[src/rtl/pte_prot_pkg.sv]
package pte_prot_pkg;

    typedef enum logic [1:0] {
        ACC_LOAD  = 2'b00,
        ACC_STORE = 2'b01,
        ACC_FETCH = 2'b10,
        ACC_RSVD  = 2'b11
    } acc_e;

    typedef enum logic [1:0] {
        ST_IDLE,
        ST_EVAL,
        ST_WRITE,
        ST_DONE
    } state_e;

    // Field positions inside a leaf entry
    localparam int unsigned AUTH_LSB  = 0;
    localparam int unsigned AUTH_W    = 3;
    localparam int unsigned PRIV_BIT  = 3;
    localparam int unsigned ATTR_LSB  = 4;
    localparam int unsigned ATTR_W    = 2;
    localparam int unsigned CHG_BIT   = 7;
    localparam int unsigned REF_BIT   = 8;
    localparam logic [ATTR_W-1:0] ATTR_NONIDEM_IO = 2'b10;

    // Permission vector bit order
    localparam int unsigned PERM_X = 0;
    localparam int unsigned PERM_W = 1;
    localparam int unsigned PERM_R = 2;
    localparam int unsigned PERM_N = 3;

    // Cause vector bit order
    localparam int unsigned CAUSE_GUARD = 0;
    localparam int unsigned CAUSE_PROT  = 1;
    localparam int unsigned CAUSE_N     = 2;

endpackage

[src/rtl/pte_prot_authority.sv]
module pte_prot_authority
    import pte_prot_pkg::*;
(
    input  logic [PERM_N-1:0] auth_i,
    input  logic              priv_page_i,
    input  logic              user_i,
    input  logic              part_scope_i,
    input  logic [PERM_N-1:0] amr_i,
    output logic [PERM_N-1:0] grant_o
);

    logic user_locked;
    logic mask_applies;

    always_comb begin
        user_locked  = !part_scope_i && priv_page_i && user_i;
        mask_applies = !part_scope_i && !priv_page_i && !user_i;
        unique case ({user_locked, mask_applies})
            2'b10:   grant_o = '0;
            2'b01:   grant_o = auth_i & amr_i;
            default: grant_o = auth_i;
        endcase
    end

endmodule

[src/rtl/pte_prot_verdict.sv]
module pte_prot_verdict
    import pte_prot_pkg::*;
(
    input  logic [ATTR_W-1:0] attr_i,
    input  acc_e              acc_i,
    input  logic [PERM_N-1:0] grant_i,
    output logic              guard_o,
    output logic              prot_o
);

    logic [PERM_N-1:0] need;
    logic [PERM_N-1:0] miss;

    always_comb begin
        need = '0;
        unique case (acc_i)
            ACC_STORE: need[PERM_W] = 1'b1;
            ACC_FETCH: need[PERM_X] = 1'b1;
            default:   need[PERM_R] = 1'b1;
        endcase
    end

    for (genvar b = 0; b < PERM_N; b++) begin : g_miss
        assign miss[b] = need[b] & ~grant_i[b];
    end

    assign guard_o = (attr_i == ATTR_NONIDEM_IO) && (acc_i == ACC_FETCH);
    assign prot_o  = !guard_o && (|miss);

endmodule

[src/rtl/pte_prot_rc_merge.sv]
module pte_prot_rc_merge
    import pte_prot_pkg::*;
#(
    parameter int unsigned PTE_W = 64
)(
    input  logic [PTE_W-1:0]  pte_i,
    input  logic              is_store_i,
    input  logic              fault_i,
    input  logic [PERM_N-1:0] grant_i,
    output logic [PTE_W-1:0]  pte_o,
    output logic              dirty_o,
    output logic [PERM_N-1:0] perm_o
);

    always_comb begin
        pte_o          = pte_i;
        pte_o[REF_BIT] = 1'b1;
        if (is_store_i) begin
            pte_o[CHG_BIT] = 1'b1;
        end
        dirty_o = !fault_i && (pte_o != pte_i);

        perm_o = grant_i;
        if (!is_store_i) begin
            perm_o[PERM_W] = 1'b0;
        end
        if (fault_i) begin
            perm_o = '0;
        end
    end

endmodule

[src/rtl/pte_prot_rc.sv]
module pte_prot_rc
    import pte_prot_pkg::*;
#(
    parameter int unsigned PTE_W  = 64,
    parameter int unsigned ADDR_W = 56
)(
    input  logic                clk,
    input  logic                rst_n,
    input  logic                start_i,
    input  logic [PTE_W-1:0]    pte_i,
    input  logic [ADDR_W-1:0]   pte_addr_i,
    input  logic [1:0]          access_i,
    input  logic                user_i,
    input  logic                part_scope_i,
    input  logic [2:0]          amr_perm_i,
    output logic                busy_o,
    output logic                done_o,
    output logic                fault_o,
    output logic [1:0]          cause_o,
    output logic [2:0]          perm_o,
    output logic                wr_req_o,
    output logic [ADDR_W-1:0]   wr_addr_o,
    output logic [PTE_W-1:0]    wr_data_o,
    input  logic                wr_ack_i
);

    localparam int unsigned MIN_PTE_W = REF_BIT + 1;

    if (PTE_W < MIN_PTE_W) begin : g_bad_width
        initial $error("PTE_W too small for the entry layout");
    end

    state_e state_q, state_d;

    // Captured request
    logic [PTE_W-1:0]  pte_q;
    logic [ADDR_W-1:0] addr_q;
    acc_e              acc_q;
    logic              user_q;
    logic              part_q;
    logic [PERM_N-1:0] amr_q;

    // Registered results
    logic              fault_q;
    logic [CAUSE_N-1:0] cause_q;
    logic [PERM_N-1:0] perm_q;
    logic [PTE_W-1:0]  wdata_q;

    // Evaluation network
    logic [PERM_N-1:0] grant;
    logic              guard;
    logic              prot;
    logic              fault_now;
    logic [PTE_W-1:0]  next_pte;
    logic              dirty;
    logic [PERM_N-1:0] perm_now;

    pte_prot_authority u_auth (
        .auth_i       (pte_q[AUTH_LSB +: AUTH_W]),
        .priv_page_i  (pte_q[PRIV_BIT]),
        .user_i       (user_q),
        .part_scope_i (part_q),
        .amr_i        (amr_q),
        .grant_o      (grant)
    );

    pte_prot_verdict u_verdict (
        .attr_i  (pte_q[ATTR_LSB +: ATTR_W]),
        .acc_i   (acc_q),
        .grant_i (grant),
        .guard_o (guard),
        .prot_o  (prot)
    );

    assign fault_now = guard | prot;

    pte_prot_rc_merge #(.PTE_W(PTE_W)) u_merge (
        .pte_i      (pte_q),
        .is_store_i (acc_q == ACC_STORE),
        .fault_i    (fault_now),
        .grant_i    (grant),
        .pte_o      (next_pte),
        .dirty_o    (dirty),
        .perm_o     (perm_now)
    );

    // Next-state logic
    always_comb begin
        state_d = state_q;
        unique case (state_q)
            ST_IDLE:  if (start_i) state_d = ST_EVAL;           // accept
            ST_EVAL:  state_d = dirty ? ST_WRITE : ST_DONE;      // settle_dirty / settle_clean
            ST_WRITE: if (wr_ack_i) state_d = ST_DONE;           // acked
            ST_DONE:  state_d = ST_IDLE;                         // retire
            default:  state_d = ST_IDLE;
        endcase
    end

    // State register
    always_ff @(posedge clk or negedge rst_n) begin
        if (!rst_n) begin
            state_q <= ST_IDLE;
        end else begin
            state_q <= state_d;
        end
    end

    // Request capture on accept
    always_ff @(posedge clk or negedge rst_n) begin
        if (!rst_n) begin
            pte_q  <= '0;
            addr_q <= '0;
            acc_q  <= ACC_LOAD;
            user_q <= 1'b0;
            part_q <= 1'b0;
            amr_q  <= '0;
        end else if (state_q == ST_IDLE && start_i) begin
            pte_q  <= pte_i;
            addr_q <= pte_addr_i;
            acc_q  <= acc_e'(access_i);
            user_q <= user_i;
            part_q <= part_scope_i;
            amr_q  <= amr_perm_i;
        end
    end

    // Result capture in evaluation
    always_ff @(posedge clk or negedge rst_n) begin
        if (!rst_n) begin
            fault_q <= 1'b0;
            cause_q <= '0;
            perm_q  <= '0;
            wdata_q <= '0;
        end else if (state_q == ST_EVAL) begin
            fault_q             <= fault_now;
            cause_q             <= '0;
            cause_q[CAUSE_GUARD] <= guard;
            cause_q[CAUSE_PROT]  <= prot;
            perm_q              <= perm_now;
            wdata_q             <= next_pte;
        end
    end

    // Outputs
    always_comb begin
        busy_o    = (state_q != ST_IDLE);
        done_o    = (state_q == ST_DONE);
        wr_req_o  = (state_q == ST_WRITE);
        wr_addr_o = addr_q;
        wr_data_o = wdata_q;
        fault_o   = fault_q;
        cause_o   = cause_q;
        perm_o    = perm_q;
    end

endmodule

[config.mk]
export PLATFORM = sky130hd
export DESIGN_NAME = pte_prot_rc
export DESIGN_NICKNAME = d
export VERILOG_FILES = /design/src/rtl/pte_prot_pkg.sv /design/src/rtl/pte_prot_authority.sv /design/src/rtl/pte_prot_verdict.sv /design/src/rtl/pte_prot_rc_merge.sv /design/src/rtl/pte_prot_rc.sv
export SDC_FILE = /design/constraint.sdc
export NUM_CORES = 1
export LEC_CHECK = 0
export BUFFER_PORTS_ARGS = -buffer_cell sky130_fd_sc_hd__buf_4
export CAP_MARGIN = 40
export CORE_UTILIZATION = 46
export CTS_BUF_LIST = sky130_fd_sc_hd__clkbuf_4
export DETAILED_ROUTE_END_ITERATION = 16
export GPL_ROUTABILITY_DRIVEN = 1
export PLACE_DENSITY = 0.84
export SYNTH_ARGS = -nofsm -noshare
export SYNTH_HDL_FRONTEND = slang
export SYNTH_SLANG_ARGS = --single-unit
[constraint.sdc]
create_clock -name clk -period 1.7 [get_ports clk]
set_input_delay 0.34 -clock clk [delete_from_list [all_inputs] [get_ports clk]]
set_output_delay 0.34 -clock clk [all_outputs]
set_load 0.02 [all_outputs]
==> impl_results.md, run 1 <==
- Status: finished, violations left
- Failing checks: setup timing
- Cell Area, Synth: 7620 sq um
- Die ar.: 17100 sq um
- Nets: between 1000 and 1500
- Pre-CTS WS: 0.0317 ns
- Fin. Hold Viols: 0
- Most frequent cell after synthesis: dfrtp_1
- Synth Flop Type: dfrtp_1
- # IOs: 260
- WL final: 22300 um
- Crit-path max FO: 4
- DRC viols: 0
- Crit path capture type: primary output
- Commonest cells post-synth: dfrtp_1 (199), mux2_2 (191), clkbuf_1 (16)
- Vias in the first global route: 6131
- Clock sinks: approximately 200
- Unrepaired setup endpoints after global routing: true
- Dpl hpwl: 12400 um
- Cells on worst reg2reg path: 7
- Total global routing overflow: 0
- Peak supply drop: 1.12 mV
- Pwr/cell area: 1890 nW/um^2
- Starting DRT DRC Count: ~220
- Static leakage: 5.80 nW
- CTS tree: built
- Worst-margin pin slew: ~0.42 ns
- Post-route ant nets: 0
- Startpoint types: flop
- Row count: 46
- Dominant cells by area after synthesis: dfrtp_1 (65%), mux2_2 (28%), ha_1 (1.1%), clkbuf_1 (0.79%), inv_1 (0.44%)
- WHS: 0.238 ns
- Tcrit/Tclk final: 1.05
- Post-synth ARST share: 1.00
- RR Startpoint: state_q[0]
- Netlist cell types: 33
- Post-synthesis sequential area ratio: 0.653
- Hold Crit Class: input pin to asynchronous set/reset pin
- Met1 usage: 0.247
- Worst Setup Path Type: flop to primary output
- Die X: ~130 um
- IO buf count: 259
- Clock Path Buffers: 2
- R2R Setup Slk: -0.03 ns
- Min Clock Period, post-route: 1.78 ns
- Maximum level of the CTS H-tree: 4
- Worst path required time: 1.36 ns
- Core area: 16100 sq um
- Final number of max-transition violations: 0
- Comb pwr share: 0.515
- Switching pwr: 0.00853 W
- Via count: 5735
- Die Y: 131 um
- Starting Density: 0.475
- Max-cap violations: 0
- Largest net degree at the start of global routing: 64
- Via/cell ratio: 5.09
- Max Clock Skew: roughly 0.029 ns
- Clock-pin slew of the registers on the worst-case setup and hold paths: about 0.16 ns
- Yosys Warn Count: 0
- Yosys reg bits: 199
- Final setup vio count: 30
- Clock Latency Late Sink: between 0.5 and 0.6 ns
- Int Pwr: 0.0144 W
- Arrival time at the worst endpoint: around 1.4 ns
- Power share of the clock group: 0.108
- Final worst setup slack: -0.0839 ns
- Max Fclk: between 500 and 600 MHz
- Initial antenna violation count: 2
- Area Overhead vs Synth: 59.4%
- Mapped Cells: 468
- Rel. slew slack: 0.722
- Most used routing layer: met2
- Share of the synthesized area in the top cell type: 0.653
- First-pass GRT wire length: 30100 um
- Met2 usage: 0.424
- Avg Cell Area, Syn: 16.3 sq um
- Sw frac: 0.372
- Sequential power share: 0.377
- Met3 usage: 0.0721
- Synthesized Nets: 606
- Final GP Congestion: between 0.7 and 0.8
- Post-synth EDFFs: 0
- Total CTS buffers: 17
- Final Core Density: 0.757
- Post-route setup TNS: -0.509 ns
- First-pass DRT Iterations: 5
- Avg WL per Cell: roughly 20 um
- Root buffer cell: clkbuf_4
- Yosys top cell by area: dfrtp_1
- RR Endpoint: pte_q[32]
- Global Route Usage Sum: 0.234
- Share of layout cells above drive strength 1: 0.594
-- registers in the layout, summed over array words and instances (netlist names) --
register	cells
cause_o	2
wr_addr_o	56
user_q	1
fault_o	1
pte_q	64
acc_q	2
state_q	2
perm_o	3
amr_q	3
wr_data_o	64
part_q	1
-- how the worst max path moves through the flow --
stage	from	slack (ns)	endpoint
finish	state_q[0]	-0.08	busy_o
CTS	state_q[0]	-0.09	busy_o
global route	state_q[0]	-0.19	busy_o
global placement	user_q	0.10	perm_o[2]
detailed placement	pte_q[3]	0.03	perm_o[0]
floorplan	state_q[1]	0.02	wr_data_o[45]
-- final cells by class --
| cell class | count | area (sq um) |
|---|---|---|
| clock buffers | 18 | 135 |
| multi-input cells | 238 | 2750 |
| flip-flops and latches | 199 | 4980 |
| inverters | 9 | 33.8 |
| clock inverters | 14 | 133 |
| repair buffers | 431 | 3840 |
| well taps | 216 | 270 |
| diodes | 2 | 5.00 |
| fillers | 890 | 3900 |
-- kinds of logic after synthesis --
group	synth area share
AO/OA/AOI/OAI	0.0231
adder cells (fa/ha/maj)	0.0115
buffers and inverters	0.0162
flip-flops	0.653
multiplexers	0.282
AND/OR/NAND/NOR	0.0140
-- routing by layer --
metal	share of wire	vias to the layer above
met2	0.53	248
met5	0	-
met4	0.029	0
met1	0.39	2919
li1	-	2511
met3	0.059	57
-- what timing repair did --
action,in CTS,in global routing
setup buffers,7,14
gates cloned,0,9
endpoints found under the hold margin,192,0
pin swaps,2,4
setup endpoints to repair,3,161
hold buffers,128,0
resized for setup,15,52
-- power by group through the flow --
stage / Combinational [W] / Clock (W) / Sequential, W
CTS: 0.0105 / 0.00250 / 0.00851
finish: 0.0118 / 0.00247 / 0.00866
floorplan: 0.00420 / 0 / 0.0102
detailed placement: 0.0100 / 0 / 0.00861
global route: 0.0124 / 0.00274 / 0.00892
global placement: 0.00967 / 0 / 0.00839
-- critical path: stages (launching register included) --
cell and delay, ns:
dfrtp_1 0.43, inv_2 0.13, ha_4 0.16, inv_2 0.05
buf_6 0.12
-- per-stage QoR --
| stage | power (W) | area (sq um) | std cells |
|---|---|---|---|
| floorplan | 0.0144 | 7630 | 468 |
| global placement | 0.0181 | 9970 | 935 |
| detailed placement | 0.0186 | 9970 | 935 |
| CTS | 0.0216 | 11600 | 1102 |
| global route | 0.0241 | 12200 | 1127 |
| finish | 0.0230 | 12200 | 1127 |
-- cells in the final DEF, fill, tap and decap left out, types with 5 or more instances in the layout --
cell,instances
buf_6,8
clkbuf_4,18
mux2_4,39
clkbuf_16,5
mux2_2,152
buf_4,277
dfrtp_1,199
dlygate4sd3_1,128
buf_12,10
inv_1,6
Power figures use the tool's default switching activity.
==> inputs of run 2 (changes only) <==
--- a/config.mk
+++ b/config.mk
@@ -11,7 +11,8 @@
 export CTS_BUF_LIST = sky130_fd_sc_hd__clkbuf_4
 export DETAILED_ROUTE_END_ITERATION = 16
 export GPL_ROUTABILITY_DRIVEN = 1
-export PLACE_DENSITY = 0.84
+export PLACE_DENSITY = 0.83
 export SYNTH_ARGS = -nofsm -noshare
 export SYNTH_HDL_FRONTEND = slang
+export SYNTH_HIERARCHICAL = 1
 export SYNTH_SLANG_ARGS = --single-unit
==> impl_results.md, run 2 <==
- Global Route Usage Sum: 0.225 (-0.00898)
- Yosys Warn Count: 6 (+6)
- Clock sinks: 199 (unchanged)
- Via count: 5433 (-5.3%)
- Vias in the first global route: 6105 (-0.42%)
- Largest net degree at the start of global routing: 45 (-30%)
- Root buffer cell: clkbuf_4
- Final number of max-transition violations: 0 (unchanged)
- Die Y: 136 um (+3.7%)
- Initial antenna violation count: 1 (-1)
- Crit-path max FO: 5 (+1)
- Share of layout cells above drive strength 1: 0.604 (+0.0104)
- Commonest cells post-synth: dfrtp_1 (199), mux2_2 (168), buf_4 (63)
- Post-synthesis sequential area ratio: 0.606 (-0.0468)
- Maximum level of the CTS H-tree: 4 (unchanged)
- Post-route setup TNS: -1.52 ns (-1.01 ns)
- Peak supply drop: 1.22 mV (+9.2%)
- Max Clock Skew: 0.0262 ns (-0.00237 ns)
- Starting DRT DRC Count: 193 (-12%)
- Commonest non-fill, non-tap cell in the layout: buf_4
- Via/cell ratio: 4.85 (-4.8%)
- Share of the synthesized area in the top cell type: 0.606 (-0.0468)
- Max-cap violations: 0 (unchanged)
- Arrival time at the worst endpoint: 2.50 ns (+1.06 ns)
- Row count: 48 (+4.3%)
- Final setup vio count: 10 (-67%)
- Post-synth ARST share: 1.00 (unchanged)
- Clock-pin slew of the registers on the worst-case setup and hold paths: 0.15 ns (about the same)
- Dpl hpwl: 13000 um (+4.2%)
- Min Clock Period, post-route: 2.03 ns (+0.249 ns)
- Fill cells: 1094 (+23%)
- Worst Setup Path Type: flop to flop
- Netlist cell types: 25 (-24%)
- Commonest cells after routing, fill and taps aside: buf_4 (275), dfrtp_1 (199), mux2_2 (165)
- RR Startpoint: user_q
- Clock Path Buffers: 2 (unchanged)
- DRC viols: 0 (unchanged)
- Total CTS buffers: 17 (unchanged)
- Cells on worst reg2reg path: 9 (+2)
- Crit path capture type: flop
- Max Fclk: 492 MHz (-12%)
- Unrepaired setup endpoints after global routing: true
- Startpoint types: flop
- First-pass GRT wire length: 31200 um (+3.8%)
- # IOs: 260 (unchanged)
- First-pass DRT Iterations: 4 (-1)
- Core area: 17400 sq um (+8.1%)
- Tcrit/Tclk final: 1.20 (+0.147)
- Fin. Hold Viols: 0 (unchanged)
- Most frequent cell after synthesis: dfrtp_1
- Status: finished, violations left
- Starting Density: 0.473 (-0.00165)
- Post-synth EDFFs: 0 (unchanged)
- Nets: 1022 (-1.2%)
- Die X: 136 um (+3.7%)
- Avg WL per Cell: 18.9 um (-4.5%)
- RR Endpoint: state_q[0]
- Synthesized Nets: 659 (+8.7%)
- Hold Crit Class: input pin to asynchronous set/reset pin
- Synth Flop Type: dfrtp_1
- WHS: 0.240 ns (+0.00175 ns)
- Final GP Congestion: 0.771 (+3.6%)
- Dominant cells by area after synthesis: dfrtp_1 (61%), mux2_2 (23%), buf_4 (5.8%), mux2_4 (5.5%), ha_1 (1.1%)
- Total global routing overflow: 0 (unchanged)
- Failing checks: setup timing
- Power, Total: 0.0225 W (-2.0%)
- WL final: 21100 um (-5.0%)
- Die ar.: 18400 sq um (+7.6%)
- CTS tree: built
- Area Overhead vs Synth: 46.6%
- R2R Setup Slk: -0.33 ns (-0.30 ns)
- Yosys top cell by area: dfrtp_1
- Worst path required time: 2.16 ns (+0.80 ns)
- Mapped Cells: 521 (+11%)
- IO buf count: 259 (unchanged)
- Pwr/cell area: 1870 nW/um^2 (-1.1%)
- Crit path from: user_q
- Static leakage: 5.70 nW (-1.7%)
- Avg Cell Area, Syn: 15.8 sq um (-3.2%)
- Yosys reg bits: 199 (unchanged)
- Cell Area, Synth: 8210 sq um (+7.7%)
- Clock Latency Late Sink: 0.57 ns (about the same)
- Post-route ant nets: 0 (unchanged)
- Final worst setup slack: -0.333 ns (-0.249 ns)
-- run 2: area by class of cell --
cell class              instances  area (sq um)  share of cell area
flip-flops and latches        199          4980               0.414
clock buffers                  18           135              0.0112
diodes                          1          2.50            0.000208
inverters                       5          18.8             0.00156
repair buffers                426          3770               0.313
clock inverters                12           101             0.00842
well taps                     225           282              0.0234
multi-input cells             235          2760               0.229
-- run 2: worst max path at each step --
stage                     slack (ns)    endpoint
after detailed placement       -0.30   perm_o[2]
after CTS                      -0.31   perm_o[1]
after global routing           -0.43  state_q[0]
after floorplan                -0.12   perm_o[1]
after global placement         -0.19   perm_o[2]
final                          -0.33  state_q[0]
-- run 2: kinds of logic after synthesis --
logic type	count (synthesis)	share of synthesized area
AOI/OAI and AO/OA	7	0.00747
adders and majority gates	7	0.0107
buffers and inverters	89	0.0748
DFF	199	0.606
muxes	198	0.285
other	1	0.000457
and+or+nand+nor	20	0.0151
-- run 2: where the power goes --
group / switching [W] / leakage [nW] / total, W / internal (W)
sequential: 0.00145 / 2.36 / 0.00863 / 0.00718
combinational: 0.00524 / 3.21 / 0.0116 / 0.00635
clock: 0.00155 / 0.127 / 0.00227 / 0.000723
total: 0.00824 / 5.70 / 0.0225 / 0.0142
-- run 2: stage by stage --
step,cells,cell area [sq um],setup slack [ns],util
after global routing,1121,12000,-0.428,0.694
after global placement,944,10200,-0.187,0.587
after detailed placement,944,10200,-0.296,0.587
final,1121,12000,-0.333,0.694
after CTS,1108,11800,-0.315,0.681
after floorplan,521,8220,-0.115,-
-- run 2: repair_timing --
action,4_1_cts,5_1_grt
hold buffers,128,0
hold endpoints to repair,304,0
pin swaps,4,4
setup buffers,6,8
gates cloned,0,5
endpoints found under the setup margin,8,129
gates resized for setup,18,12
-- run 2: worst max-delay path, cell delays in order (launching register included) --
cell	delay [ns]
dfrtp_1	0.44
or2_4	0.26
o311a_1	0.31
or2b_1	0.24
a31oi_2	0.15
or2_4	0.18
a21oi_2	0.04
nor2b_1	0.15
o41ai_2	0.09
o31ai_1	0.08
-- run 2: routing by layer --
metal | global-route usage | part of all wire | vias to the layer above
met3 | 0.0692 | 0.064 | 35
met4 | 0.0868 | 0.025 | 0
met5 | 0 | 0 | -
li1 | - | - | 2458
met2 | 0.394 | 0.52 | 208
met1 | 0.257 | 0.39 | 2732
==> inputs of run 3 (changes only) <==
--- a/config.mk
+++ b/config.mk
@@ -5,13 +5,14 @@
 export SDC_FILE = /design/constraint.sdc
 export NUM_CORES = 1
 export LEC_CHECK = 0
+export ABC_AREA = 1
 export BUFFER_PORTS_ARGS = -buffer_cell sky130_fd_sc_hd__buf_4
 export CAP_MARGIN = 40
 export CORE_UTILIZATION = 46
 export CTS_BUF_LIST = sky130_fd_sc_hd__clkbuf_4
 export DETAILED_ROUTE_END_ITERATION = 16
 export GPL_ROUTABILITY_DRIVEN = 1
-export PLACE_DENSITY = 0.83
+export PLACE_DENSITY = 0.82
 export SYNTH_ARGS = -nofsm -noshare
 export SYNTH_HDL_FRONTEND = slang
 export SYNTH_HIERARCHICAL = 1
==> impl_results.md, run 3 <==
- Status: finished, violations left
- Failing checks: setup timing
- Post-route ant nets: 0 (unchanged)
- Via/cell ratio: 5.09 (+5.1%)
- WHS: 0.0866 ns (-0.153 ns)
- DRC viols: 0 (unchanged)
- Final number of max-transition violations: 0 (unchanged)
- Avg Cell Area, Syn: 10.6 sq um (-33%)
- Dpl hpwl: 14600 um (+13%)
- Share of the synthesized area in the top cell type: 0.563 (-0.0428)
- Multi-input gate area: 3050 sq um (+11%)
- Max Clock Skew: 0.0242 ns (-0.00200 ns)
- Crit path capture type: flop
- First-pass GRT wire length: 38600 um (+24%)
- Synthesized Nets: 974 (+48%)
- Global Route Usage Sum: 0.250 (+0.0248)
- Static leakage: 6.55 nW (+15%)
- Mapped Cells: 836 (+60%)
- Netlist cell types: 19 (-24%)
- WHS Endpoint: pte_q[8]
- Tcrit/Tclk final: 1.16 (-0.0392)
- Max Fclk: 509 MHz (+3.4%)
- Yosys reg bits: 199 (unchanged)
- Post-synth EDFFs: 0 (unchanged)
- Post-synthesis sequential area ratio: 0.563 (-0.0428)
- Starting Density: 0.471 (-0.00232)
- Met3 usage: 0.0588 (-0.0104)
- First-pass DRT Iterations: 4 (unchanged)
- # IOs: 260 (unchanged)
- Final instance area: 12400 sq um (+3.0%)
- Area Overhead vs Synth: 40.4%
- Int Pwr: 0.0134 W (-5.9%)
- Worst hold stages: 3
- Clock Latency Late Sink: 0.57 ns (about the same)
- Yosys top cell by area: dfrtp_1
- Worst path required time: 2.17 ns (about the same)
- Crit-path max FO: 4 (-1)
- Met2 usage: 0.423 (+0.0297)
- Power, Total: 0.0228 W (+1.3%)
- Placed cells: 1248 (+32%)
- Commonest non-fill, non-tap cell in the layout: buf_4
- Vias in the first global route: 7521 (+23%)
- Hold Crit Class: input pin to flop
- Post-synth ARST share: 1.00 (unchanged)
- Total CTS buffers: 17 (unchanged)
- Starting DRT DRC Count: 344 (+78%)
- Row count: 50 (+4.2%)
- Sw frac: 0.412 (+0.0455)
- Final cell count without fillers: 1418 (+26%)
- Unrepaired setup endpoints after global routing: true
- Post-route setup TNS: -0.716 ns (+0.808 ns)
- R2R Setup Slk: -0.27 ns (+0.07 ns)
- Pwr/cell area: 1840 nW/um^2 (-1.7%)
- Storage element area: 4980 sq um (about the same)
- Max-cap violations: 0 (unchanged)
- IO buf count: 259 (unchanged)
- Switching pwr: 0.00939 W (+14%)
- Arrival time at the worst endpoint: 2.44 ns (-0.06 ns)
- Final GP Congestion: 0.785 (+1.8%)
- Share of layout cells above drive strength 1: 0.369 (-0.235)
- Sequential power share: 0.368 (-0.016)
- Total global routing overflow: 0 (unchanged)
- Clock Path Buffers: 2 (unchanged)
- Fin. Hold Viols: 0 (unchanged)
- Initial antenna violation count: 0 (-1)
- Avg WL per Cell: 17.5 um (-7.3%)
- Worst Setup Path Type: flop to flop
- CTS tree: built
- Placed cell area: 10600 sq um (+4.6%)
- Final worst setup slack: -0.266 ns (+0.0667 ns)
- Comb pwr share: 0.529 (+0.014)
- Clock sinks: 199 (unchanged)
- Largest net degree at the start of global routing: 54 (+20%)
- Commonest cells post-synth: nand2_1 (273), dfrtp_1 (199), nand3_1 (135)
- Die Y: 141 um (+3.7%)
- Via count: 7224 (+33%)
- Peak supply drop: 0.926 mV (-24%)
- Maximum level of the CTS H-tree: 4 (unchanged)
- Power share of the clock group: 0.103 (+0.002)
- Cells on worst reg2reg path: 17 (+8)
- Dominant cells by area after synthesis: dfrtp_1 (56%), nand2_1 (12%), mux2_4 (11%), nand3_1 (7.6%), buf_4 (5.4%)
- Fill cells: 1291 (+18%)
- Most frequent cell after synthesis: nand2_1
- Core area: 18800 sq um (+8.1%)
- Cell Area, Synth: 8840 sq um (+7.6%)
- WL final: 24800 um (+17%)
- Min-Delay Startpoint: pte_i[8]
- RR Endpoint: state_q[0]
- Yosys Warn Count: 6 (unchanged)
- Root buffer cell: clkbuf_4
- Final setup vio count: 8 (-2)
- Met1 usage: 0.313 (+0.0563)
- Die X: 141 um (+3.7%)
- Nets: 1308 (+28%)
- Startpoint types: flop
- Commonest cells after routing, fill and taps aside: buf_4 (279), nand2_1 (265), dfrtp_1 (198)
- Synth Flop Type: dfrtp_1
- Die ar.: 19800 sq um (+7.5%)
- Min Clock Period, post-route: 1.97 ns (-0.0667 ns)
- Most used routing layer: met2
- RR Startpoint: pte_q[3]
- Clock-pin slew of the registers on the worst-case setup and hold paths: 0.16 ns (about the same)
## run 3: final cells by class
type	instances	area share
antenna	1	0.000202
sequential	199	0.401
clock inverter	14	0.00988
tap	234	0.0236
clock buffer	18	0.0109
timing repair buffer	427	0.302
multi-input combinational	503	0.245
inverter	22	0.00686
## run 3: worst max-delay path by stage
stage	end	slack, ns	startpoint
after floorplan	state_q[0]	-0.05	pte_q[3]
after global placement	state_q[0]	-0.11	pte_q[3]
after detailed placement	state_q[0]	-0.24	pte_q[3]
after CTS	state_q[0]	-0.18	part_q
after global routing	state_q[0]	-0.42	pte_q[3]
final	state_q[0]	-0.27	pte_q[3]
## run 3: metrics by stage
step / setup WS (ns) / util
detailed placement: -0.236 / 0.567
CTS: -0.182 / 0.650
floorplan: -0.0518 / -
finish: -0.266 / 0.661
global route: -0.424 / 0.661
global placement: -0.107 / 0.567
## run 3: per-layer routing
layer / wire length (um) / share of wire
met2: 12200 / 0.49
met1: 10100 / 0.41
met4: 664 / 0.027
met3: 1730 / 0.070
met5: 0 / 0
## run 3: cell families (layout without fill, tap and decap cells)
group	count (synthesis)	count (layout)	share of synthesized area
simple gates	423	424	0.201
flops	199	199	0.564
buf+inv	135	481	0.108
mux	69	69	0.116
fa+ha+maj	7	7	0.00991
compound gates	2	2	0.00113
other cells	1	2	0.000424
## run 3: power groups by stage
| stage | combinational [W] | clock, W | sequential, W |
|---|---|---|---|
| 4_1_cts | 0.0114 | 0.00244 | 0.00829 |
| 3_3_place_gp | 0.0107 | 0 | 0.00825 |
| 3_5_place_dp | 0.0110 | 0 | 0.00833 |
| 2_1_floorplan | 0.00623 | 0 | 0.00979 |
| 6_report | 0.0121 | 0.00235 | 0.00839 |
| 5_1_grt | 0.0129 | 0.00261 | 0.00861 |
## run 3: timing repair
action	4_1_cts	5_1_grt
pin swaps	1	15
endpoints found under the setup margin	7	82
endpoints found under the hold margin	189	1
hold buffers	124	1
gates cloned	0	2
setup buffers	6	4
resized for setup	5	38
## run 3: worst max-delay path: stages (launching register included)
cell,delay [ns]
dfrtp_1,0.45
nor2_4,0.17
nand4_1,0.13
nand2_2,0.12
inv_2,0.04
nand2_2,0.06
nand3_2,0.08
nand2_2,0.07
inv_2,0.05
nor2_4,0.11
inv_2,0.05
or2_1,0.20
nand2_1,0.07
inv_1,0.04
nand2_1,0.06
nand3_1,0.08
nand2_1,0.08
nand2_1,0.05
